===== config.mk =====
export PLATFORM = sky130hd
export DESIGN_NAME = mbox_xfer
export DESIGN_NICKNAME = d
export VERILOG_FILES = /design/src/rtl/mbox_pkg.sv /design/src/rtl/mbox_edge.sv /design/src/rtl/mbox_flag.sv /design/src/rtl/mbox_decode.sv /design/src/rtl/mbox_xfer.sv
export SDC_FILE = /design/constraint.sdc
export NUM_CORES = 1
export LEC_CHECK = 0
export BUFFER_PORTS_ARGS = -buffer_cell sky130_fd_sc_hd__clkbuf_2
export CORE_UTILIZATION = 44
export CTS_CLUSTER_DIAMETER = 150
export DETAILED_ROUTE_END_ITERATION = 6
export PLACE_DENSITY = 0.71
export SKIP_LAST_GASP = 1
export SYNTH_ARGS = -nofsm -noshare
export SYNTH_HDL_FRONTEND = slang
export SYNTH_SLANG_ARGS = --single-unit

===== constraint.sdc =====
create_clock -name clk -period 1.1 [get_ports clk]
set_input_delay 0.22 -clock clk [delete_from_list [all_inputs] [get_ports clk]]
set_output_delay 0.22 -clock clk [all_outputs]
set_load 0.005 [all_outputs]

===== src/rtl/mbox_pkg.sv =====
package mbox_pkg;
  localparam int GRP_W   = 3;
  localparam int N_GRP   = 1 << GRP_W;
  localparam int G_OUT   = 0;  // outbound data
  localparam int G_IN    = 1;  // inbound data
  localparam int G_STAT  = 2;  // status
  localparam int N_STRB  = 4;
  localparam int S_CWR   = 0;
  localparam int S_CRD   = 1;
  localparam int S_HWR   = 2;
  localparam int S_HRD   = 3;
endpackage


===== src/rtl/mbox_edge.sv =====
module mbox_edge #(
  parameter int N = 4
) (
  input  logic         clk,
  input  logic         rst,
  input  logic [N-1:0] lvl,
  output logic [N-1:0] pulse
);
  logic [N-1:0] lvl_q;

  always_ff @(posedge clk) begin
    if (rst) lvl_q <= '0;
    else     lvl_q <= lvl;
  end

  assign pulse = lvl & ~lvl_q;
endmodule


===== src/rtl/mbox_flag.sv =====
module mbox_flag (
  input  logic clk,
  input  logic rst,
  input  logic set,
  input  logic clr,
  output logic q
);
  always_ff @(posedge clk) begin
    if (rst)      q <= 1'b0;
    else if (set) q <= 1'b1;  // set has priority over clear
    else if (clr) q <= 1'b0;
  end
endmodule


===== src/rtl/mbox_decode.sv =====
module mbox_decode
  import mbox_pkg::*;
#(
  parameter int ADDR_W = 8
) (
  input  logic [ADDR_W-1:0] addr,
  input  logic              rd_p,
  input  logic              wr_p,
  output logic [N_GRP-1:0]  rd_grp,
  output logic [N_GRP-1:0]  wr_grp
);
  localparam int SPAN = 1 << (ADDR_W - GRP_W);

  for (genvar g = 0; g < N_GRP; g++) begin : g_grp
    localparam logic [ADDR_W:0] LO = (ADDR_W+1)'(g * SPAN);
    localparam logic [ADDR_W:0] HI = (ADDR_W+1)'((g + 1) * SPAN);
    logic hit;
    assign hit       = ({1'b0, addr} >= LO) && ({1'b0, addr} < HI);
    assign rd_grp[g] = rd_p & hit;
    assign wr_grp[g] = wr_p & hit;
  end
endmodule


===== src/rtl/mbox_xfer.sv =====
module mbox_xfer
  import mbox_pkg::*;
#(
  parameter int ADDR_W = 8,
  parameter int DATA_W = 8
) (
  input  logic              clk,
  input  logic              rst,
  input  logic [ADDR_W-1:0] cpu_addr,
  input  logic [DATA_W-1:0] cpu_wdata,
  input  logic              cpu_wr,
  input  logic              cpu_rd,
  output logic [DATA_W-1:0] cpu_rdata,
  input  logic [DATA_W-1:0] host_wdata,
  input  logic              host_wr,
  input  logic              host_rd,
  output logic [DATA_W-1:0] host_rdata,
  output logic              host_pend,
  output logic              cpu_pend
);
  logic [N_STRB-1:0] strb_lvl, strb_p;
  logic [N_GRP-1:0]  rd_grp, wr_grp;
  logic [DATA_W-1:0] out_q, in_q, rd_val, stat;

  assign strb_lvl = {host_rd, host_wr, cpu_rd, cpu_wr};

  mbox_edge #(.N(N_STRB)) u_edge (
    .clk(clk), .rst(rst), .lvl(strb_lvl), .pulse(strb_p)
  );

  mbox_decode #(.ADDR_W(ADDR_W)) u_dec (
    .addr(cpu_addr), .rd_p(strb_p[S_CRD]), .wr_p(strb_p[S_CWR]),
    .rd_grp(rd_grp), .wr_grp(wr_grp)
  );

  mbox_flag u_host_flag (
    .clk(clk), .rst(rst),
    .set(wr_grp[G_OUT]), .clr(strb_p[S_HRD]), .q(host_pend)
  );

  mbox_flag u_cpu_flag (
    .clk(clk), .rst(rst),
    .set(strb_p[S_HWR]), .clr(rd_grp[G_IN]), .q(cpu_pend)
  );

  always_ff @(posedge clk) begin
    if (rst) begin
      out_q <= '0;
      in_q  <= '0;
    end else begin
      if (wr_grp[G_OUT]) out_q <= cpu_wdata;
      if (strb_p[S_HWR]) in_q  <= host_wdata;
    end
  end

  always_comb begin
    stat           = '0;
    stat[DATA_W-1] = cpu_pend;
    stat[0]        = host_pend;
  end

  always_comb begin
    rd_val = '0;
    if (rd_grp[G_OUT])  rd_val = out_q;
    if (rd_grp[G_IN])   rd_val = in_q;
    if (rd_grp[G_STAT]) rd_val = stat;
  end

  always_ff @(posedge clk) begin
    if (rst) begin
      cpu_rdata  <= '0;
      host_rdata <= '0;
    end else begin
      if (strb_p[S_CRD]) cpu_rdata  <= rd_val;
      if (strb_p[S_HRD]) host_rdata <= out_q;
    end
  end
endmodule


==> impl_summary.log, run 1 <==
INFO  metric die-width = roughly 60 um
INFO  metric final.min_clock_period = around 1100 ps
INFO  metric first_global_vias = roughly 1.2k
INFO  metric clock.fmax = around 930 MHz
INFO  metric die_outline_height = roughly 60 um
INFO  metric setup.worst_path.end_class = register
INFO  metric worstSetupPathType = register to register
INFO  metric fin_area = about 0.0019 mm^2
INFO  metric critical_path.startpoint_type = register
INFO  metric detailedPlacementHpwl = approximately 2.3 mm
INFO  metric synth_cell_type_count = 22
INFO  metric yosysWarnings = 0
INFO  metric worstRegToRegCells = 4
INFO  metric first_iter_violations = 33
INFO  metric final.setup.tns = 0 ps
INFO  metric ant_nets = 0
INFO  metric drt_pre_antenna_iters = 4
INFO  metric finalCoreUtilization = between 50% and 60%
INFO  metric max-slew-margin-rel = around 80%
INFO  metric finalMaxSlewViolations = 0
INFO  metric syn_nets = 193
INFO  metric h-tree-depth = 2
INFO  metric multi_input_area = around 670 um^2
INFO  metric start_util = between 40% and 50%
INFO  metric final_nets = 241
INFO  metric grt_antenna_before_repair = 0
INFO  metric clk_root_buffer_cell = sky130_fd_sc_hd__clkbuf_4
INFO  metric run_status = complete, no violations
INFO  metric finalHoldViolCount = 0
INFO  metric filler_cell_count = around 280
INFO  metric worstPathRequired = between 1000 and 1500 ps
INFO  metric timing.hold.ws = between 90 and 100 ps
INFO  metric worst_ep_arrival_time = about 1300 ps
INFO  metric grt_max_degree = 29
INFO  metric antenna-diode-count = 0
INFO  metric r2r-start = u_edge.lvl_q[1]$_SDFF_PP0_
INFO  metric clk-insertion-delay-late = 340 ps
INFO  metric areaGrowthSynthToFinish = 25.4%
INFO  metric overflow_after_grt = 0
INFO  metric cells_taking_the_most_area_after_synthesis = sky130_fd_sc_hd__dfxtp_1 51%, sky130_fd_sc_hd__nand2_1 8.5%, sky130_fd_sc_hd__a21oi_1 5.4%
INFO  metric reg2reg_setup_slack = between 20 and 30 ps
INFO  metric pwr-share-clk = between 30% and 40%
INFO  metric max_cap_viol_count = 0
INFO  metric clock_sinks = 38
INFO  metric power_density_normalized_to_cell_area = about 1400 mW/mm^2
INFO  metric cts.hold.buffers_added = 0
INFO  metric area.sequential = 761 um^2
INFO  metric setup.worst_path.start = u_edge.lvl_q[1]$_SDFF_PP0_
INFO  metric detail_route.drc_violations = 0
INFO  metric yosysTopAreaCell = sky130_fd_sc_hd__dfxtp_1
INFO  metric ir_drop = 0.000770 V
INFO  metric yosys_register_bits = 38
INFO  metric reg_clk_slew_reported_paths = about 110 ps
INFO  metric power.leakage = a little under 0.0008 uW
INFO  metric crit_fanout = 7
INFO  metric post_cts.repair.setup_buffers = 0
INFO  metric grt_util_all_layers = about a fifth
INFO  metric synth_largest_type_area_fraction = 51.0%
INFO  metric sequential_group_share_of_total_power = between 50 and 60%
INFO  metric synth_area = ~0.0015 mm^2
INFO  metric tritoncts.num_buffers = 5
INFO  metric floorplan.die_area = between 0.003 and 0.004 mm^2
INFO  metric detail_route.wirelength = around 3.1 mm
INFO  metric worst_clock_skew = 5.37 ps
INFO  metric num_rows = 20
INFO  metric min_path_type = input port to register
INFO  metric port_buffers = between 40 and 50
INFO  metric setup_violations = 0
INFO  metric dr_total_vias = between 1k and 1.5k
INFO  metric cts_tree = done
INFO  metric endpoint_of_the_worst_register_to_register_path = cpu_rdata[2]$_SDFFE_PP0P_
INFO  metric gpl.final_weighted_congestion = between 0.7 and 0.8
INFO  metric wl_per_cell = roughly 12 um
INFO  metric yosysSeqAreaShare = approximately half
INFO  metric worstMarginPinSlew = about 330 ps
INFO  metric grt_pass1_wl = 5.15 mm
INFO  metric totalPowerFinal = between 2000 and 3000 uW
INFO  metric io-pin-count = 48
INFO  metric total_core_area = approximately 0.0031 mm^2
INFO  metric cell_internal_pwr = roughly 2000 uW
INFO  metric syn_avg_cell_area = 9.16 um^2
INFO  metric layout-drive-gt1-share = a little under a third
INFO  metric rsz0062_at_grt = yes
INFO  metric post_dp_cell_area = 0.00179 mm^2
INFO  metric clockBufferDepth = 2
INFO  metric via_per_inst = a little under 5
INFO  metric net-switching-power = slightly below 600 uW
INFO  metric timing.final.crit_share = 97.3%
INFO  metric cts_resized = 0
INFO  metric critical_path.endpoint = cpu_rdata[2]$_SDFFE_PP0P_
INFO  metric combinationalPowerShare = under 10%
INFO  metric switching_part_of_the_total_power = 22.9%
INFO  metric synthCells = around 160
[cells by family after synthesis]
logic type / share of synthesized area, %
and+or+nand+nor: 24.9
DFF: 51.0
AOI/OAI and AO/OA: 14.6
buffers and inverters: 4.02
muxes: 5.53
[cell type report]
type                            instances  area share [%]
Clock buffer                            5            2.01
Clock inverter                          3            2.14
Timing Repair Buffer                   53            16.3
Tap cell                               44            2.94
Multi-Input combinational cell        113            36.0
Sequential cell                        38            40.6
[synth_stat cells]
cell type	instances
sky130_fd_sc_hd__nand2_1	34
sky130_fd_sc_hd__a41oi_1	1
sky130_fd_sc_hd__o2bb2ai_1	6
sky130_fd_sc_hd__o21bai_1	1
sky130_fd_sc_hd__nor2b_1	7
sky130_fd_sc_hd__mux2i_1	6
sky130_fd_sc_hd__a21oi_1	16
sky130_fd_sc_hd__and2_1	1
sky130_fd_sc_hd__nand2b_1	10
sky130_fd_sc_hd__nor2_1	6
sky130_fd_sc_hd__o21ai_2	1
sky130_fd_sc_hd__nand3_1	2
sky130_fd_sc_hd__o21ai_1	7
sky130_fd_sc_hd__nand4b_1	8
sky130_fd_sc_hd__dfxtp_1	38
sky130_fd_sc_hd__mux2_2	2
sky130_fd_sc_hd__a22oi_1	1
sky130_fd_sc_hd__a311oi_1	2
sky130_fd_sc_hd__buf_6	2
sky130_fd_sc_hd__nor4_4	1
sky130_fd_sc_hd__clkbuf_1	10
sky130_fd_sc_hd__nand3b_1	1
[critical path, stage by stage (launching register included)]
cell	delay, ps
sky130_fd_sc_hd__dfxtp_1	310
sky130_fd_sc_hd__nor2b_1	110
sky130_fd_sc_hd__buf_4	160
sky130_fd_sc_hd__nand3b_1	210
sky130_fd_sc_hd__o2bb2ai_1	210
[per-layer routing]
layer	GRT usage (%)	up-vias	share of wire, %
li1	-	657	-
met3	4.55	7	4.2
met4	10.3	0	1.8
met1	24.2	565	47
met2	30.0	31	47
met5	0	-	0
[stage by stage]
stage / instances / setup WS (ps)
floorplan: 163 / -23.3
global placement: 248 / -62.9
detailed placement: 248 / -121
CTS: 256 / 17.9
global route: 256 / -83.8
finish: 256 / 29.5
[power groups by stage]
stage               Sequential (uW)  Combinational, uW  Clock [uW]
floorplan                      1470                139           0
global placement               1470                246           0
detailed placement             1470                253           0
CTS                            1440                254         933
global route                   1450                280        1000
finish                         1440                253         915
[placed cells by master (no fill, tap or decap)]
cell	Yosys	final
sky130_fd_sc_hd__a21oi_1	16	16
sky130_fd_sc_hd__a22oi_1	1	1
sky130_fd_sc_hd__a311oi_1	2	2
sky130_fd_sc_hd__a41oi_1	1	1
sky130_fd_sc_hd__and2_2	0	1
sky130_fd_sc_hd__buf_12	0	1
sky130_fd_sc_hd__buf_4	0	10
sky130_fd_sc_hd__bufinv_16	0	1
sky130_fd_sc_hd__clkbuf_2	0	42
sky130_fd_sc_hd__clkbuf_4	0	5
sky130_fd_sc_hd__clkinv_2	0	2
sky130_fd_sc_hd__dfxtp_1	38	38
sky130_fd_sc_hd__mux2_2	2	2
sky130_fd_sc_hd__mux2i_1	6	6
sky130_fd_sc_hd__nand2_1	34	34
sky130_fd_sc_hd__nand2b_1	10	10
sky130_fd_sc_hd__nand3_1	2	2
sky130_fd_sc_hd__nand3b_1	1	1
sky130_fd_sc_hd__nand4b_1	8	8
sky130_fd_sc_hd__nor2_1	6	6
sky130_fd_sc_hd__nor2b_1	7	7
sky130_fd_sc_hd__nor4_4	1	1
sky130_fd_sc_hd__o21ai_1	7	7
sky130_fd_sc_hd__o21ai_2	1	1
sky130_fd_sc_hd__o21bai_1	1	1
sky130_fd_sc_hd__o2bb2ai_1	6	6
[how the worst min path moves through the flow]
stage / from / end / depth (start not counted)
2_1_floorplan: cpu_rd / u_edge.lvl_q[1]$_SDFF_PP0_ / 1
5_1_grt: host_wdata[1] / in_q[1]$_SDFFE_PP0P_ / 3
4_1_cts: host_wdata[5] / in_q[5]$_SDFFE_PP0P_ / 3
3_5_place_dp: host_rdata[7]$_SDFFE_PP0P_ / host_rdata[7]$_SDFFE_PP0P_ / 2
3_3_place_gp: host_rdata[2]$_SDFFE_PP0P_ / host_rdata[2]$_SDFFE_PP0P_ / 2
6_report: host_wdata[5] / in_q[5]$_SDFFE_PP0P_ / 3
[sequential cells by signal (all words and copies together), names as in the netlist]
name and flops:
cpu_rdata 8, u_host_flag.q 1, host_rdata 8, in_q 8
u_cpu_flag.q 1, u_edge.lvl_q 4, out_q 8
Power figures use the tool's default switching activity.
==> inputs of run 2 (changes only) <==
Settings changed: CELL_PAD_IN_SITES_DETAIL_PLACEMENT set to 0, CELL_PAD_IN_SITES_GLOBAL_PLACEMENT set to 2, CORE_UTILIZATION 44 to 29, PLACE_DENSITY 0.71 to 0.76.
Clock period 1.1 ns to 0.99 ns, I/O delays scaled along.
==> run 2 against run 1 <==
Non-clock buffer count up 6. Sequential share of layout area down 2.3 points. Sequential power up 11%. Worst setup slack worse by 9.6 ps. Combinational power up 18%. Clock-buffer cell count up 1. Critical path depth down 1. Critical endpoint is now cpu_rdata[6]$_SDFFE_PP0P_. Largest power group unchanged.
==> impl_summary.log, run 2 (synthesis gave the netlist of run 1 again) <==
INFO  metric run_status = complete, no violations
INFO  metric detail_route.drc_violations = 0
INFO  metric cell_family_contributing_the_most_delay_on_the_critical_path = simple AND/OR/NAND/NOR gates
INFO  metric port_buffers = 42
INFO  metric total_core_area = around 0.0048 mm^2
INFO  metric layout-drive-gt1-share = 36.9%
INFO  metric h-tree-depth = 2
INFO  metric crit_fanout = 6
INFO  metric rsz0062_at_grt = yes
INFO  metric num_rows = 25
INFO  metric clock_sinks = 38
INFO  metric finalMaxSlewViolations = 0
INFO  metric reg_clk_slew_reported_paths = 70 ps
INFO  metric hp-start = host_wdata[0]
INFO  metric power_density_normalized_to_cell_area = about 1600 mW/mm^2
INFO  metric setup_violations = 0
INFO  metric leading_cell_type_in_the_layout_fill_and_taps_excluded = sky130_fd_sc_hd__clkbuf_2
INFO  metric grt_antenna_before_repair = 0
INFO  metric grt_util_all_layers = 13.6%
INFO  metric clk-insertion-delay-late = just under 300 ps
INFO  metric timing.final.crit_share = between 90 and 100%
INFO  metric cp.buffers_inverters = 0
INFO  metric slowest_stage_cell_on_the_critical_path = sky130_fd_sc_hd__dfxtp_2
INFO  metric clockBufferDepth = 2
INFO  metric fin_area = roughly 0.002 mm^2
INFO  metric cts_tree = done
INFO  metric die_outline_height = approximately 74 um
INFO  metric dr_total_vias = around 1.3k
INFO  metric first_iter_violations = between 40 and 50
INFO  metric r2r-start = u_edge.lvl_q[1]$_SDFF_PP0_
INFO  metric gpl.final_weighted_congestion = 0.757
INFO  metric max-slew-margin-rel = 82.7%
INFO  metric ant_nets = 0
INFO  metric worstPathRequired = approximately 1200 ps
INFO  metric worst_ep_arrival_time = around 1200 ps
INFO  metric final.min_clock_period = between 900 and 1000 ps
INFO  metric via_per_inst = 4.45
INFO  metric post_cts.repair.setup_buffers = 0
INFO  metric wl_per_cell = 11.8 um
INFO  metric post_dp_cell_area = about 0.0019 mm^2
INFO  metric critical_path.max_stage_delay = ~330 ps
INFO  metric antenna-diode-count = 0
INFO  metric floorplan.die_area = roughly 0.0054 mm^2
INFO  metric clock.fmax = ~1000 MHz
INFO  metric grt_max_degree = 19
INFO  metric io-pin-count = 48
INFO  metric detailedPlacementHpwl = ~2.7 mm
INFO  metric clk_root_buffer_cell = sky130_fd_sc_hd__clkbuf_8
INFO  metric worstSetupPathType = register to register
INFO  metric critical_path.startpoint_type = register
INFO  metric worst_clock_skew = 5.91 ps
INFO  metric final_nets = about 250
INFO  metric die-width = around 74 um
INFO  metric layout.cells.non_filler = between 200 and 300
INFO  metric setup.worst_path.start = u_edge.lvl_q[1]$_SDFF_PP0_
INFO  metric areaGrowthSynthToFinish = 33.9%
INFO  metric finalHoldViolCount = 0
INFO  metric post-place-cells = 277
INFO  metric min_path_type = input port to register
INFO  metric cts.hold.buffers_added = 0
INFO  metric grt_pass1_wl = approximately 5.5 mm
INFO  metric worstMarginPinSlew = about 260 ps
INFO  metric final_cell_mix = 42 x sky130_fd_sc_hd__clkbuf_2, 34 x sky130_fd_sc_hd__nand2_1, 33 x sky130_fd_sc_hd__dfxtp_1
INFO  metric tritoncts.num_buffers = 5
INFO  metric max_cap_viol_count = 0
INFO  metric drt_pre_antenna_iters = 4
INFO  metric power.leakage = between 0.0008 and 0.0009 uW
INFO  metric ir_drop = around 0.00079 V
INFO  metric first_global_vias = roughly 1.2k
INFO  metric detail_route.wirelength = ~3.4 mm
INFO  metric setup.worst_path.end_class = register
INFO  metric start_util = 30.8%
INFO  metric overflow_after_grt = 0
INFO  metric crit_chain = nor2b_4 -> nand3b_1 -> o2bb2ai_1
run 2: changes by cell type in the layout (fill, tap and decap cells not counted), moves of 2 or more:
cell / change
sky130_fd_sc_hd__buf_4: +6
sky130_fd_sc_hd__clkbuf_4: -5
sky130_fd_sc_hd__clkbuf_8: +6
sky130_fd_sc_hd__clkinv_2: -2
sky130_fd_sc_hd__dfxtp_1: -5
sky130_fd_sc_hd__dfxtp_2: +5
sky130_fd_sc_hd__nand2b_1: -2
sky130_fd_sc_hd__nand2b_2: +2
run 2: per-layer routing:
metal	GRT usage, %	vias up	wire length, um
li1	-	667	-
met2	22.2	31	1580
met5	0	-	0
met4	5.77	0	53
met1	16.2	561	1530
met3	4.39	6	191
run 2: worst paths after layout:
path	end	slack, ps	cells past startpoint
worst min-delay path	in_q[0]$_SDFFE_PP0P_	130	3
worst max-delay path	cpu_rdata[6]$_SDFFE_PP0P_	20	3
worst max register to register	cpu_rdata[6]$_SDFFE_PP0P_	20	3
worst min register to register	host_rdata[4]$_SDFFE_PP0P_	450	2
run 2: repair_timing:
item,CTS,global route
pin swaps,1,5
resized for setup,4,9
hold endpoints to repair,0,0
endpoints found under the setup margin,17,30
run 2: stage by stage:
step / hold WS [ps] / power, uW / setup WS [ps] / TNS (ps) / utilization (%)
detailed placement: 430 / 1930 / -192 / -2680 / 38.2
global placement: 423 / 1920 / -144 / -2070 / 38.2
CTS: 125 / 3260 / -26.1 / -30.7 / 40.8
finish: 132 / 3220 / 19.9 / 0 / 41.2
floorplan: 326 / 1780 / -111 / -882 / -
global route: 138 / 3370 / -91.7 / -499 / 41.2
run 2: power by group:
| group | leakage (uW) | switching [uW] | internal (uW) | total, uW |
|---|---|---|---|---|
| clock network | 0.0000573 | 511 | 806 | 1320 |
| registers | 0.000311 | 27.8 | 1580 | 1600 |
| logic | 0.000455 | 146 | 153 | 299 |
| total | 0.000824 | 685 | 2530 | 3220 |
run 2: worst register-to-register path, cell delays in order, from the launching register on:
cell                        delay [ps]
sky130_fd_sc_hd__dfxtp_2           330
sky130_fd_sc_hd__nor2b_4           150
sky130_fd_sc_hd__nand3b_1          210
sky130_fd_sc_hd__o2bb2ai_1         210
run 2: cell type report:
cell class                 count  area (um^2)
tap                           67         83.8
clock inverter                 1         30.0
clock buffer                   6         82.6
timing repair buffer          59          342
sequential                    38          767
fill                         510         2850
multi-input combinational    113          693
